==> config.mk <==
export PLATFORM = sky130hd
export DESIGN_NAME = rdma_port
export DESIGN_NICKNAME = d
export VERILOG_FILES = /design/src/rtl/rdma_pkg.sv /design/src/rtl/rdma_split_reg.sv /design/src/rtl/rdma_addr_step.sv /design/src/rtl/rdma_count_step.sv /design/src/rtl/rdma_rd_fmt.sv /design/src/rtl/rdma_port.sv
export SDC_FILE = /design/constraint.sdc
export NUM_CORES = 1
export LEC_CHECK = 0
export BUFFER_PORTS_ARGS = -buffer_cell sky130_fd_sc_hd__buf_4
export CAP_MARGIN = 20
export CORE_MARGIN = 2
export CORE_UTILIZATION = 53
export DETAILED_ROUTE_END_ITERATION = 8
export PLACE_DENSITY_LB_ADDON = 0.25
export SLEW_MARGIN = 20
export SYNTH_ARGS = -nofsm -noshare
export SYNTH_HDL_FRONTEND = slang
export SYNTH_SLANG_ARGS = --single-unit
==> constraint.sdc <==
create_clock -name clk -period 10.1 [get_ports clk]
set_input_delay 1.515 -clock clk [delete_from_list [all_inputs] [get_ports clk]]
set_output_delay 1.515 -clock clk [all_outputs]
set_load 0.05 [all_outputs]
==> src/rtl/rdma_pkg.sv <==
package rdma_pkg;
  typedef enum logic [1:0] {
    SEL_ADDR_LO = 2'd0,
    SEL_ADDR_HI = 2'd1,
    SEL_CNT_LO  = 2'd2,
    SEL_CNT_HI  = 2'd3
  } rdma_reg_e;
endpackage

==> src/rtl/rdma_split_reg.sv <==
module rdma_split_reg #(
  parameter int W = 16
) (
  input  logic         clk,
  input  logic         rst,
  input  logic         load_lo,
  input  logic         load_hi,
  input  logic [7:0]   byte_in,
  input  logic         upd_en,
  input  logic [W-1:0] upd_val,
  output logic [W-1:0] q
);
  localparam int HI_W = W - 8;

  always_ff @(posedge clk) begin
    if (rst) begin
      q <= '0;
    end else if (load_lo || load_hi) begin
      if (load_lo) q[7:0]   <= byte_in;
      if (load_hi) q[W-1:8] <= HI_W'(byte_in);
    end else if (upd_en) begin
      q <= upd_val;
    end
  end

  AST_KEEP_HI_BYTE: assert property (@(posedge clk) disable iff (rst)
    load_lo && !load_hi |=> q[W-1:8] == $past(q[W-1:8]));
  AST_KEEP_LO_BYTE: assert property (@(posedge clk) disable iff (rst)
    load_hi && !load_lo |=> q[7:0] == $past(q[7:0]));
endmodule

==> src/rtl/rdma_addr_step.sv <==
module rdma_addr_step #(
  parameter int ADDR_W     = 16,
  parameter int PROM_BYTES = 32,
  parameter int WIN_LO     = 16384,
  parameter int WIN_HI     = 49152
) (
  input  logic [ADDR_W-1:0] addr,
  input  logic              wide,
  input  logic [ADDR_W-9:0] start_pg,
  input  logic [ADDR_W-9:0] stop_pg,
  output logic [ADDR_W-1:0] eff_addr,
  output logic [ADDR_W-1:0] next_addr,
  output logic              in_win
);
  logic [ADDR_W-1:0] bumped;
  logic [31:0]       eff32;

  always_comb begin
    eff_addr = wide ? {addr[ADDR_W-1:1], 1'b0} : addr;
    eff32    = 32'(eff_addr);
    in_win   = (eff32 < 32'(PROM_BYTES)) ||
               ((eff32 >= 32'(WIN_LO)) && (eff32 < 32'(WIN_HI)));
    bumped   = addr + ADDR_W'(wide) + ADDR_W'(1);
    next_addr = (bumped == {stop_pg, 8'h00}) ? {start_pg, 8'h00} : bumped;
  end
endmodule

==> src/rtl/rdma_count_step.sv <==
module rdma_count_step #(
  parameter int CNT_W = 16
) (
  input  logic [CNT_W-1:0] cnt,
  input  logic             wide,
  output logic [CNT_W-1:0] next_cnt,
  output logic             last
);
  logic [CNT_W-1:0] step;

  always_comb begin
    step     = CNT_W'(wide) + CNT_W'(1);
    last     = cnt <= step;
    next_cnt = last ? '0 : cnt - step;
  end
endmodule

==> src/rtl/rdma_rd_fmt.sv <==
module rdma_rd_fmt (
  input  logic        clk,
  input  logic        rst,
  input  logic        issue,
  input  logic        wide,
  input  logic        lane,
  input  logic        in_win,
  input  logic [15:0] mem_rdata,
  output logic [15:0] rdata,
  output logic        rvalid
);
  logic v_q, wide_q, lane_q, win_q;

  always_ff @(posedge clk) begin
    if (rst) begin
      v_q    <= 1'b0;
      wide_q <= 1'b0;
      lane_q <= 1'b0;
      win_q  <= 1'b0;
      rvalid <= 1'b0;
      rdata  <= '0;
    end else begin
      v_q    <= issue;
      wide_q <= wide;
      lane_q <= lane;
      win_q  <= in_win;
      rvalid <= v_q;
      if (v_q) begin
        if (!win_q)      rdata <= wide_q ? 16'hFFFF : 16'h00FF;
        else if (wide_q) rdata <= mem_rdata;
        else             rdata <= {8'h00, lane_q ? mem_rdata[15:8] : mem_rdata[7:0]};
      end
    end
  end

  AST_OOW_ALL_ONES: assert property (@(posedge clk) disable iff (rst)
    v_q && !win_q |=> rdata[7:0] == 8'hFF);
  AST_NARROW_HI_ZERO: assert property (@(posedge clk) disable iff (rst)
    v_q && !wide_q |=> rdata[15:8] == 8'h00);
endmodule

==> src/rtl/rdma_port.sv <==
module rdma_port #(
  parameter int ADDR_W     = 16,
  parameter int CNT_W      = 16,
  parameter int PROM_BYTES = 32,
  parameter int WIN_LO     = 16384,
  parameter int WIN_HI     = 49152
) (
  input  logic                clk,
  input  logic                rst,
  input  logic                reg_we,
  input  logic [1:0]          reg_sel,
  input  logic [7:0]          reg_wdata,
  input  logic                wide_en,
  input  logic [ADDR_W-9:0]   ring_start_pg,
  input  logic [ADDR_W-9:0]   ring_stop_pg,
  input  logic                cmd_go,
  input  logic                done_clr,
  input  logic                port_wr,
  input  logic                port_rd,
  input  logic [15:0]         port_wdata,
  output logic [15:0]         port_rdata,
  output logic                port_rdata_valid,
  output logic                done_flag,
  output logic [ADDR_W-1:0]   cur_addr,
  output logic [CNT_W-1:0]    remain,
  output logic                mem_en,
  output logic                mem_we,
  output logic [1:0]          mem_be,
  output logic [ADDR_W-2:0]   mem_addr,
  output logic [15:0]         mem_wdata,
  input  logic [15:0]         mem_rdata
);
  import rdma_pkg::*;

  logic              rd_go, wr_go, acc, in_win, last;
  logic [ADDR_W-1:0] eff_addr, next_addr;
  logic [CNT_W-1:0]  next_cnt;
  rdma_reg_e         sel;

  assign sel   = rdma_reg_e'(reg_sel);
  assign rd_go = port_rd;
  assign wr_go = port_wr && !port_rd && (remain != '0);
  assign acc   = rd_go || wr_go;

  rdma_addr_step #(
    .ADDR_W(ADDR_W), .PROM_BYTES(PROM_BYTES), .WIN_LO(WIN_LO), .WIN_HI(WIN_HI)
  ) u_addr_step (
    .addr(cur_addr), .wide(wide_en), .start_pg(ring_start_pg), .stop_pg(ring_stop_pg),
    .eff_addr(eff_addr), .next_addr(next_addr), .in_win(in_win)
  );

  rdma_count_step #(.CNT_W(CNT_W)) u_cnt_step (
    .cnt(remain), .wide(wide_en), .next_cnt(next_cnt), .last(last)
  );

  rdma_split_reg #(.W(ADDR_W)) u_addr_reg (
    .clk(clk), .rst(rst),
    .load_lo(reg_we && sel == SEL_ADDR_LO), .load_hi(reg_we && sel == SEL_ADDR_HI),
    .byte_in(reg_wdata), .upd_en(acc), .upd_val(next_addr), .q(cur_addr)
  );

  rdma_split_reg #(.W(CNT_W)) u_cnt_reg (
    .clk(clk), .rst(rst),
    .load_lo(reg_we && sel == SEL_CNT_LO), .load_hi(reg_we && sel == SEL_CNT_HI),
    .byte_in(reg_wdata), .upd_en(acc), .upd_val(next_cnt), .q(remain)
  );

  always_comb begin
    mem_en    = acc && in_win;
    mem_we    = wr_go && in_win;
    mem_addr  = eff_addr[ADDR_W-1:1];
    mem_be    = wide_en ? 2'b11 : (eff_addr[0] ? 2'b10 : 2'b01);
    mem_wdata = wide_en ? port_wdata : {2{port_wdata[7:0]}};
  end

  always_ff @(posedge clk) begin
    if (rst)                                      done_flag <= 1'b0;
    else if ((acc && last) || (cmd_go && remain == '0)) done_flag <= 1'b1;
    else if (done_clr)                            done_flag <= 1'b0;
  end

  rdma_rd_fmt u_rd_fmt (
    .clk(clk), .rst(rst), .issue(rd_go), .wide(wide_en), .lane(eff_addr[0]),
    .in_win(in_win), .mem_rdata(mem_rdata), .rdata(port_rdata), .rvalid(port_rdata_valid)
  );

  AST_LAST_DONE: assert property (@(posedge clk) disable iff (rst)
    acc && last && !reg_we |=> done_flag && remain == '0);
  AST_ZERO_WR_IGNORED: assert property (@(posedge clk) disable iff (rst)
    port_wr && !port_rd && remain == '0 && !reg_we && !done_flag && !cmd_go
      |=> $stable(cur_addr) && $stable(remain) && !done_flag);
  AST_NOT_AT_STOP: assert property (@(posedge clk) disable iff (rst)
    acc && !reg_we && ring_start_pg != ring_stop_pg
      |=> cur_addr != {$past(ring_stop_pg), 8'h00});
  AST_CMD_ZERO_DONE: assert property (@(posedge clk) disable iff (rst)
    cmd_go && remain == '0 |=> done_flag);
  AST_RD_LATENCY: assert property (@(posedge clk) disable iff (rst)
    port_rd |-> ##2 port_rdata_valid);
  AST_DONE_STICKY: assert property (@(posedge clk) disable iff (rst)
    done_flag && !done_clr |=> done_flag);
endmodule

=== Word level (Yosys, flattened, before mapping) ===
Cells that the tools add are included.

* Add/sub/neg operators: 4
* Order comparisons: 4
* Reductions and logical operators: 27
* Eq/ne operators: 8
* Muxes and demuxes: 20

{| class="wikitable"
|+ Operators with widths
! kind !! number
|-
| 16-bit 2-to-1 mux || 10
|-
| 8-bit 2-to-1 mux || 5
|-
| 16-bit by 1-bit adder with 16-bit output || 1
|-
| 16-bit by 1-bit adder with 16-bit output (second input constant) || 1
|-
| 16-bit equality test || 1
|-
| 16-bit by 15-bit greater-or-equal comparator with 1-bit output (second input constant) || 1
|-
| 16-bit less-or-equal comparator || 1
|-
| 16-bit zero test || 1
|-
| 16-bit less-than comparator (second input constant) || 1
|-
| 16-bit by 6-bit less-than comparator with 1-bit output (second input constant) || 1
|-
| 16-bit nonzero test || 1
|-
| 16-bit subtractor || 1
|-
| 1-bit logical AND || 11
|-
| 2-bit by 1-bit inequality test with 1-bit output (second input constant) || 4
|-
| 2-bit AND reduction || 4
|-
| 2-bit nonzero test || 3
|-
| 1-bit logical OR || 5
|-
| 2-bit equality test (second input constant) || 2
|-
| 2-bit 2-to-1 mux || 2
|-
| 1-bit 2-to-1 mux || 3
|-
| 1-bit by 1-bit adder with 2-bit output (second input constant) || 1
|-
| 2-bit by 1-bit equality test with 1-bit output (second input constant) || 1
|-
| 2-bit zero test || 1
|-
| 1-bit zero test || 1
|}

* Register bits: 54
* Logic and storage cells: 74
* Output and inout bits: 85

=== Depth between registers and ports, before layout ===
Gate-level depths: netlist of the first run.

* Depth after elaboration: 7
* Gate-level depth with buffers: 13
* Mapped depth without buffers: 11

=== By module ===
Synthesis of the first run repeated with hierarchy kept, for this count alone.

* Cells, all modules: 540
* Area total of the unflattened synthesis: 4398.0 µm²

{| class="wikitable"
|+ By module, submodules not included
! module !! area an instance (µm²) !! cells an instance !! instances
|-
| rdma_split_reg || 848.3 || 102 || 2
|-
| rdma_addr_step || 1079.8 || 143 || 1
|-
| rdma_rd_fmt || 852.1 || 85 || 1
|-
| rdma_count_step || 455.4 || 68 || 1
|-
| rdma_port || 314.1 || 40 || 1
|}

=== Least setup slack after synthesis of the first run ===
Ideal clock, no wire load.

* Kind: input port to flip-flop
* From: in wide_en
* To: reg u_addr_reg.q[11]
* Data required time: 9.988 ns
* Buffers on the path: 2
* Slack: 5.464 ns
* Data arrival time: 4.524 ns
* Stages on the path: 13
* Cells stage by stage: clkbuf_1 -> inv_1 -> ha_1 -> inv_1 -> ha_1 -> nand3_2 -> nor4_4 -> xnor2_1 -> o2111ai_2 -> or4_4 -> buf_6 -> mux2i_1 -> a2111oi_1

* Cells in the longest elaborated chain, start to end: 6

{| class="wikitable"
|+ Ends and longest elaborated chain
! element !! line !! text
|-
| start: declaration || rdma_port.sv:13 || <nowiki>input logic wide_en,</nowiki>
|-
| 16-bit by 1-bit adder with 16-bit output * (2 in series) || rdma_addr_step.sv:23 || <nowiki>bumped = addr + ADDR_W'(wide) + ADDR_W'(1);</nowiki>
|-
| 16-bit equality test || rdma_addr_step.sv:24 || <nowiki>next_addr = (bumped == {stop_pg, 8'h00}) ? {start_pg, 8'h00} : bumped;</nowiki>
|-
| 16-bit 2-to-1 mux * || rdma_addr_step.sv:24 ||
|-
| 16-bit 2-to-1 mux * || rdma_split_reg.sv:21 || <nowiki>end else if (upd_en) begin</nowiki>
|-
| 16-bit 2-to-1 mux * || rdma_split_reg.sv:18 || <nowiki>end else if (load_lo || load_hi) begin</nowiki>
|-
| end signal: indexed assignment || rdma_split_reg.sv:20 || <nowiki>if (load_hi) q[W-1:8] <= HI_W'(byte_in);</nowiki>
|-
| end signal: assignment || rdma_split_reg.sv:22 || <nowiki>q <= upd_val;</nowiki>
|-
| end: declaration || rdma_split_reg.sv:11 || <nowiki>output logic [W-1:0] q</nowiki>
|}

Mark *: on every way between the ends. The rest lies on a longest branch, timed or not. The select of a mux whose other input is x is not followed.
A chain may end at the register's enable or synchronous reset.

=== Worst setup path after layout of the first run ===
* From: in wide_en
* To: reg u_addr_reg.q[12]

Same word-level chain as after synthesis.

==> run_results.csv, run 1 <==
group,metric,value,unit
status,outcome,"completed",
timing,fin_crit,4.408,ns
pwr,cellLeakagePower,2.120,nW
timing,tightest_slew,0.9576,ns
setup_path,reg2reg_slack,6.82,ns
clock_network,cts_buffers,5,
clock_network,cts_root_buffer,"clkbuf_8",
route,via_per_inst,5.915,
placed_design,gp_congestion,0.9745,
route,drt_iter0_markers,327,
synth,synth_area_leaders,"dfxtp_1, nor2_1, buf_4",
timing,fin_setup_tns,0,ns
clock_network,clkSinkCount,54,
global_route,grt_first_pass_wirelength,17.14,mm
synth,synth_commonest_cells,"nor2_1, dfxtp_1, nand2_1",
setup_path,crit_type,"input pin to flip-flop",
setup_path,crit_path_end_kind,"flip-flop",
setup_path,crit_chain,"buf_4 -> inv_1 -> ha_1 -> inv_1 -> ha_1 -> nand3_2 -> nor4_4 -> xnor2_1 -> o2111ai_2 -> or4_4 -> mux2i_1 -> a2111oi_1",
global_route,gr-total-overflow,0,
clock_network,cts_setup_buffers,0,
placed_design,placed_area,4752,µm²
global_route,grtUsageTotal,0.2763,
final_layout,multi_input_area,2344,µm²
global_route,antenna_found_initial,0,
clock_network,ctsResizeCount,0,
floorplan,io_pins,151,
setup_path,crit_path_top_delay_cell,"or4_4",
final_layout,seq_area,1081,µm²
flow_run,cap_violations,0,
synth,synth-warning-count,0,
setup_path,cp-start-kind,"input pin",
synth,synth_top_area_share,0.2824,
timing,fin_crit_sh,0.4365,
setup_path,crit_arrival,4.61,ns
synth,avgSynthCellArea,7.941,µm²
synth,synthArstFlopShare,0,
floorplan,die_x,88.98,µm
floorplan,start_util,0.5542,
synth,seq_area_frac_synth,0.2824,
floorplan,dieArea,7917,µm²
setup_path,r2r_start,"u_addr_reg.q[0]",
setup_path,rr_endpoint,"u_addr_reg.q[12]",
synth,synth_ff_type,"dfxtp_1",
setup_path,worstPathMaxFanout,9,
route,vias,4022,
setup_path,r2r_cells,11,
floorplan,coreArea,6907,µm²
timing,setup_viol,0,
route,wl_per_cell,16.50,µm
synth,synth_cells,482,
route,drc,0,
min_path,min_from,"u_rd_fmt.rdata[13]",
pwr,power.density,176.7,nW/µm²
synth,synth-edff-count,0,
final_layout,antenna_cells,0,
route,firstDrtPassIters,5,
min_path,min_path_type,"flip-flop to flip-flop",
min_path,min_delay_worst_endpoint,"u_rd_fmt.rdata[13]",
setup_path,slowest_delay,0.66,ns
clock_network,clkLatencyLatePin,0.31,ns
clock_network,clock_path_buffers,2,
final_layout,final_area,4881,µm²
floorplan,dieHeight,88.98,µm
setup_path,cp_data_required_time,10.30,ns
synth,yosysMostFrequentCell,"nor2_1",
timing,fin_ws,5.692,ns
final_layout,drive_gt1_frac,0.3253,
min_path,hold_depth,2,
synth,synth_cell_type_count,66,
synth,synth_area,3827,µm²
route,ant_nets,0,
timing,slew_headroom,0.3616,
final_layout,nFillCells,608,
final_layout,nets,658,
placed_design,io_buffers,150,
timing,slew_violations,0,
synth,synth_seq_cells,54,
pwr,ir_drop,0.1214,mV
placed_design,place_ws,5.372,ns
clock_network,h-tree-depth,2,
clock_network,cts_tree,"done",
clock_network,hold_buffers,0,
final_layout,syn_to_final_growth,27.53,%
global_route,grt_pass1_vias,3682,
timing,hold_viol,0,
floorplan,rows,30,
route,totalWireLength,11.22,mm
timing,fmaxAchievable,226.8,MHz
clock_network,clk_pin_slew_worst_paths,0.11,ns
timing,skew,0.01331,ns
synth,syn-num-nets,557,
placed_design,dp_hpwl,8.560,mm
global_route,grt_max_degree,55,
timing,grt_setup_unrepaired,"false",
synth,yosysTopAreaCell,"dfxtp_1",
==> metal layers <==
layer,GRT usage,vias up,wire length [µm]
met5,0,-,0
met4,0.08412,0,214
met3,0.05540,24,986
met2,0.4695,217,5511
met1,0.3554,1863,4509
li1,-,1918,-
==> where the power goes <==
group / internal (mW) / switching (mW) / total [mW]
clock: 0.0753 / 0.0758 / 0.151
combinational: 0.152 / 0.275 / 0.427
sequential: 0.240 / 0.0449 / 0.285
total: 0.467 / 0.396 / 0.862
==> worst max path at each step <==
stage | start | to | slack [ns] | depth (start not counted)
3_3_place_gp | wide_en | u_addr_reg.q[12] | 5.58 | 12
6_report | wide_en | u_addr_reg.q[12] | 5.69 | 12
3_5_place_dp | wide_en | u_addr_reg.q[12] | 5.37 | 12
2_1_floorplan | wide_en | u_addr_reg.q[11] | 5.46 | 13
4_1_cts | wide_en | u_addr_reg.q[12] | 5.70 | 12
5_1_grt | wide_en | u_addr_reg.q[15] | 5.48 | 12
==> flip-flops by register name, summed over array words and instances (netlist names) <==
| signal | flops |
|---|---|
| u_rd_fmt.wide_q | 1 |
| u_cnt_reg.q | 16 |
| u_rd_fmt.v_q | 1 |
| u_addr_reg.q | 16 |
| u_rd_fmt.lane_q | 1 |
| u_rd_fmt.rvalid | 1 |
| u_rd_fmt.rdata | 16 |
| u_rd_fmt.win_q | 1 |
| done_flag | 1 |
==> layout by cell type (no fill, tap or decap), drive strengths merged, types with 11 or more instances in the layout <==
master,count
o211ai,14
inv,21
xnor2,16
o21ai,25
mux2,16
nand2,34
nor2,58
nor3,11
a21oi,25
a22oi,13
buf,152
nand2b,14
dfxtp,54
nor4,11
==> metrics by stage <==
| step | instances | utilization | total power, mW | hold WS [ns] |
|---|---|---|---|---|
| 2_1_floorplan | 482 | - | 0.5943 | 0.6399 |
| 3_3_place_gp | 672 | 0.6880 | 0.7004 | 0.4561 |
| 3_5_place_dp | 672 | 0.6880 | 0.7090 | 0.4661 |
| 4_1_cts | 680 | 0.7049 | 0.8593 | 0.4823 |
| 5_1_grt | 680 | 0.7067 | 0.9080 | 0.4881 |
| 6_report | 680 | 0.7067 | 0.8624 | 0.4776 |
==> worst max-delay path: cells and delay by family <==
kind                       cells  cell delay, ns
muxes                          1            0.15
buffers and inverters          3            0.39
and+or+nand+nor                3            1.30
xor gates and xnor gates       1            0.20
AOI/OAI and AO/OA              2            0.54
adders and majority gates      2            0.49
==> cell families after synthesis <==
logic type,Yosys count,synth area share
AO/OA/AOI/OAI,132,0.2396
flip-flops,54,0.2824
AND/OR/NAND/NOR,166,0.2262
adder cells (fa/ha/maj),9,0.03138
multiplexers,21,0.06015
XOR/XNOR,21,0.05165
buffers and inverters,79,0.1085
==> cell type report <==
cell class / count / share of cell area
clock inverter: 3 / 0.009741
sequential: 54 / 0.2215
clock buffer: 5 / 0.01410
inverter: 21 / 0.01615
multi-input combinational: 349 / 0.4801
timing repair buffer: 152 / 0.2338
tap: 96 / 0.02461
Power figures use the tool's default switching activity.
==> run 2: changes to the inputs <==
ABC_AREA = 1   (was default)
CORE_UTILIZATION = 45   (was 53)
clock period = 4 ns   (was 10.1 ns; I/O delays follow)
==> run_results.csv, run 2 <==
group,metric,value,unit
status,outcome,"completed",
route,drt_iter0_markers,282,
route,via_per_inst,5.202,
placed_design,place_ws,0.6730,ns
global_route,grt_first_pass_wirelength,18.70,mm
placed_design,gp_congestion,0.8754,
clock_network,hold_buffers,0,
synth,synth_area,3802,µm²
timing,fmaxAchievable,333.4,MHz
synth,synth_commonest_cells,"nand2_1, inv_1, nor2_1",
floorplan,start_util,0.4628,
pwr,cellLeakagePower,2.433,nW
setup_path,rr_endpoint,"u_cnt_reg.q[8]",
synth,synth-warning-count,0,
final_layout,utilization,0.6010,
synth,synth_top_area_share,0.2843,
timing,setup_viol,0,
timing,slew_headroom,0.3385,
placed_design,placed_area,4841,µm²
synth,avgSynthCellArea,6.467,µm²
final_layout,antenna_cells,0,
clock_network,ctsResizeCount,0,
setup_path,crit_path_end_kind,"flip-flop",
synth,seq_area_frac_synth,0.2843,
setup_path,worstPathMaxFanout,16,
setup_path,crit_arrival,3.24,ns
final_layout,nFillCells,784,
setup_path,cp-start-kind,"input pin",
floorplan,io_pins,151,
clock_network,clock_path_buffers,2,
synth,synthArstFlopShare,0,
synth,synth-edff-count,0,
global_route,grt_max_degree,38,
floorplan,dieArea,9201,µm²
synth,synth_area_leaders,"dfxtp_1, nand2_1, inv_1",
global_route,gr-total-overflow,0,
flow_run,cap_violations,0,
synth,synth_seq_cells,54,
timing,tightest_slew,0.9862,ns
clock_network,h-tree-depth,2,
clock_network,cts_setup_buffers,0,
route,drc,0,
final_layout,layout_common_cells,"buf_4, nand2_1, inv_1",
final_layout,drive_gt1_frac,0.2658,
clock_network,clkSinkCount,54,
setup_path,r2r_start,"u_cnt_reg.q[0]",
timing,grt_setup_unrepaired,"false",
min_path,min_delay_worst_endpoint,"u_rd_fmt.rdata[12]",
global_route,grtUsageTotal,0.2562,
setup_path,critPathLaunch,"wide_en",
pwr,power.density,373.7,nW/µm²
route,ant_nets,0,
floorplan,dieHeight,95.92,µm
timing,hold_viol,0,
setup_path,crit_type,"input pin to flip-flop",
setup_path,reg2reg_slack,1.47,ns
min_path,min_path_type,"flip-flop to flip-flop",
synth,synth_ff_type,"dfxtp_1",
route,firstDrtPassIters,5,
setup_path,cp_data_required_time,4.24,ns
timing,fin_crit,2.999,ns
floorplan,coreArea,8217,µm²
final_layout,layout_commonest_cell,"buf_4",
global_route,grt_pass1_vias,3926,
final_layout,syn_to_final_growth,29.88,%
synth,yosysTopAreaCell,"dfxtp_1",
min_path,hold_depth,2,
placed_design,io_buffers,150,
final_layout,final_area,4938,µm²
synth,synth_cell_type_count,43,
floorplan,die_x,95.92,µm
synth,synth_cells,588,
route,vias,4245,
timing,fin_ws,1.001,ns
final_layout,nets,785,
clock_network,clk_pin_slew_worst_paths,0.11,ns
pwr,ir_drop,0.2357,mV
timing,fin_setup_tns,0,ns
min_path,min_from,"u_rd_fmt.rdata[12]",
final_layout,multi_input_area,2206,µm²
global_route,antenna_found_initial,0,
final_layout,seq_area,1081,µm²
timing,fin_hold_ws,0.4728,ns
timing,fin_crit_sh,0.7498,
floorplan,rows,33,
synth,syn-num-nets,663,
setup_path,r2r_cells,13,
clock_network,cts_root_buffer,"clkbuf_8",
clock_network,cts_tree,"done",
final_layout,reg_top3,"u_addr_reg.q: 16 flops, u_cnt_reg.q: 16 flops, u_rd_fmt.rdata: 16 flops",
clock_network,cts_buffers,5,
synth,yosysMostFrequentCell,"nand2_1",
timing,skew,0.01086,ns
route,wl_per_cell,14.31,µm
route,totalWireLength,11.68,mm
placed_design,dp_hpwl,9.196,mm
timing,slew_violations,0,
clock_network,clkLatencyLatePin,0.31,ns
==> run 2: cell count changes after synthesis, sizes merged, moves of 12 or more <==
cell / previous run / this run
a22oi: 13 / 1
a31oi: 3 / 17
o211ai: 14 / 1
a21oi: 25 / 37
clkbuf: 25 / 9
inv: 20 / 71
nand2b: 14 / 0
nand3: 6 / 40
xnor2: 16 / 4
o21ai: 25 / 54
mux2: 16 / 0
nand2: 34 / 138
nor2: 58 / 73
==> run 2: cell families after synthesis <==
| family | Yosys count | share of synthesized area |
|---|---|---|
| xor+xnor | 15 | 0.04212 |
| buf+inv | 112 | 0.1356 |
| compound gates | 120 | 0.1724 |
| flops | 54 | 0.2843 |
| simple gates | 278 | 0.3340 |
| fa+ha+maj | 9 | 0.03159 |
==> run 2: worst max-delay path by stage <==
stage	endpoint	depth (start not counted)
after floorplan	u_addr_reg.q[13]	15
after global placement	u_addr_reg.q[15]	18
after detailed placement	u_addr_reg.q[10]	15
after CTS	u_addr_reg.q[11]	17
after global routing	u_addr_reg.q[15]	16
final	u_addr_reg.q[11]	17
==> run 2: critical path, cell delays in order <==
cell,delay (ns)
buf_4,0.13
clkinv_1,0.40
ha_1,0.39
inv_1,0.05
ha_1,0.21
nand2_1,0.07
nor2_1,0.27
nand4_1,0.17
nand2_1,0.11
nand2_1,0.06
nand2_1,0.08
nand2_2,0.09
nor2_8,0.17
nand3_4,0.14
nand2_1,0.08
nand3_1,0.06
a21oi_1,0.14
==> run 2: layout make-up <==
| class | count | area share |
|---|---|---|
| Inverter | 75 | 0.05701 |
| Timing Repair Buffer | 152 | 0.2311 |
| Tap cell | 105 | 0.02660 |
| Clock inverter | 3 | 0.005827 |
| Sequential cell | 54 | 0.2189 |
| Clock buffer | 5 | 0.01393 |
| Multi-Input combinational cell | 422 | 0.4467 |
==> run 2: through the flow <==
step / total power, mW / std cells
4_1_cts: 1.850 / 816
3_3_place_gp: 1.502 / 808
6_report: 1.846 / 816
5_1_grt: 1.950 / 816
2_1_floorplan: 1.270 / 588
3_5_place_dp: 1.513 / 808
==> run 2: per-layer routing <==
layer,up-vias,wire (µm),track usage
met4,0,159,0.05357
met5,-,0,0
met3,12,753,0.03602
met2,165,5776,0.4534
li1,2143,-,-
met1,1925,4989,0.3313
==> run 2: power by group <==
group | total [mW] | internal (mW) | switching, mW | leakage [nW]
Clock | 0.339 | 0.132 | 0.208 | 0.0506
Sequential | 0.664 | 0.589 | 0.0753 | 0.445
Combinational | 0.842 | 0.277 | 0.565 | 1.94
Total | 1.85 | 0.998 | 0.848 | 2.43
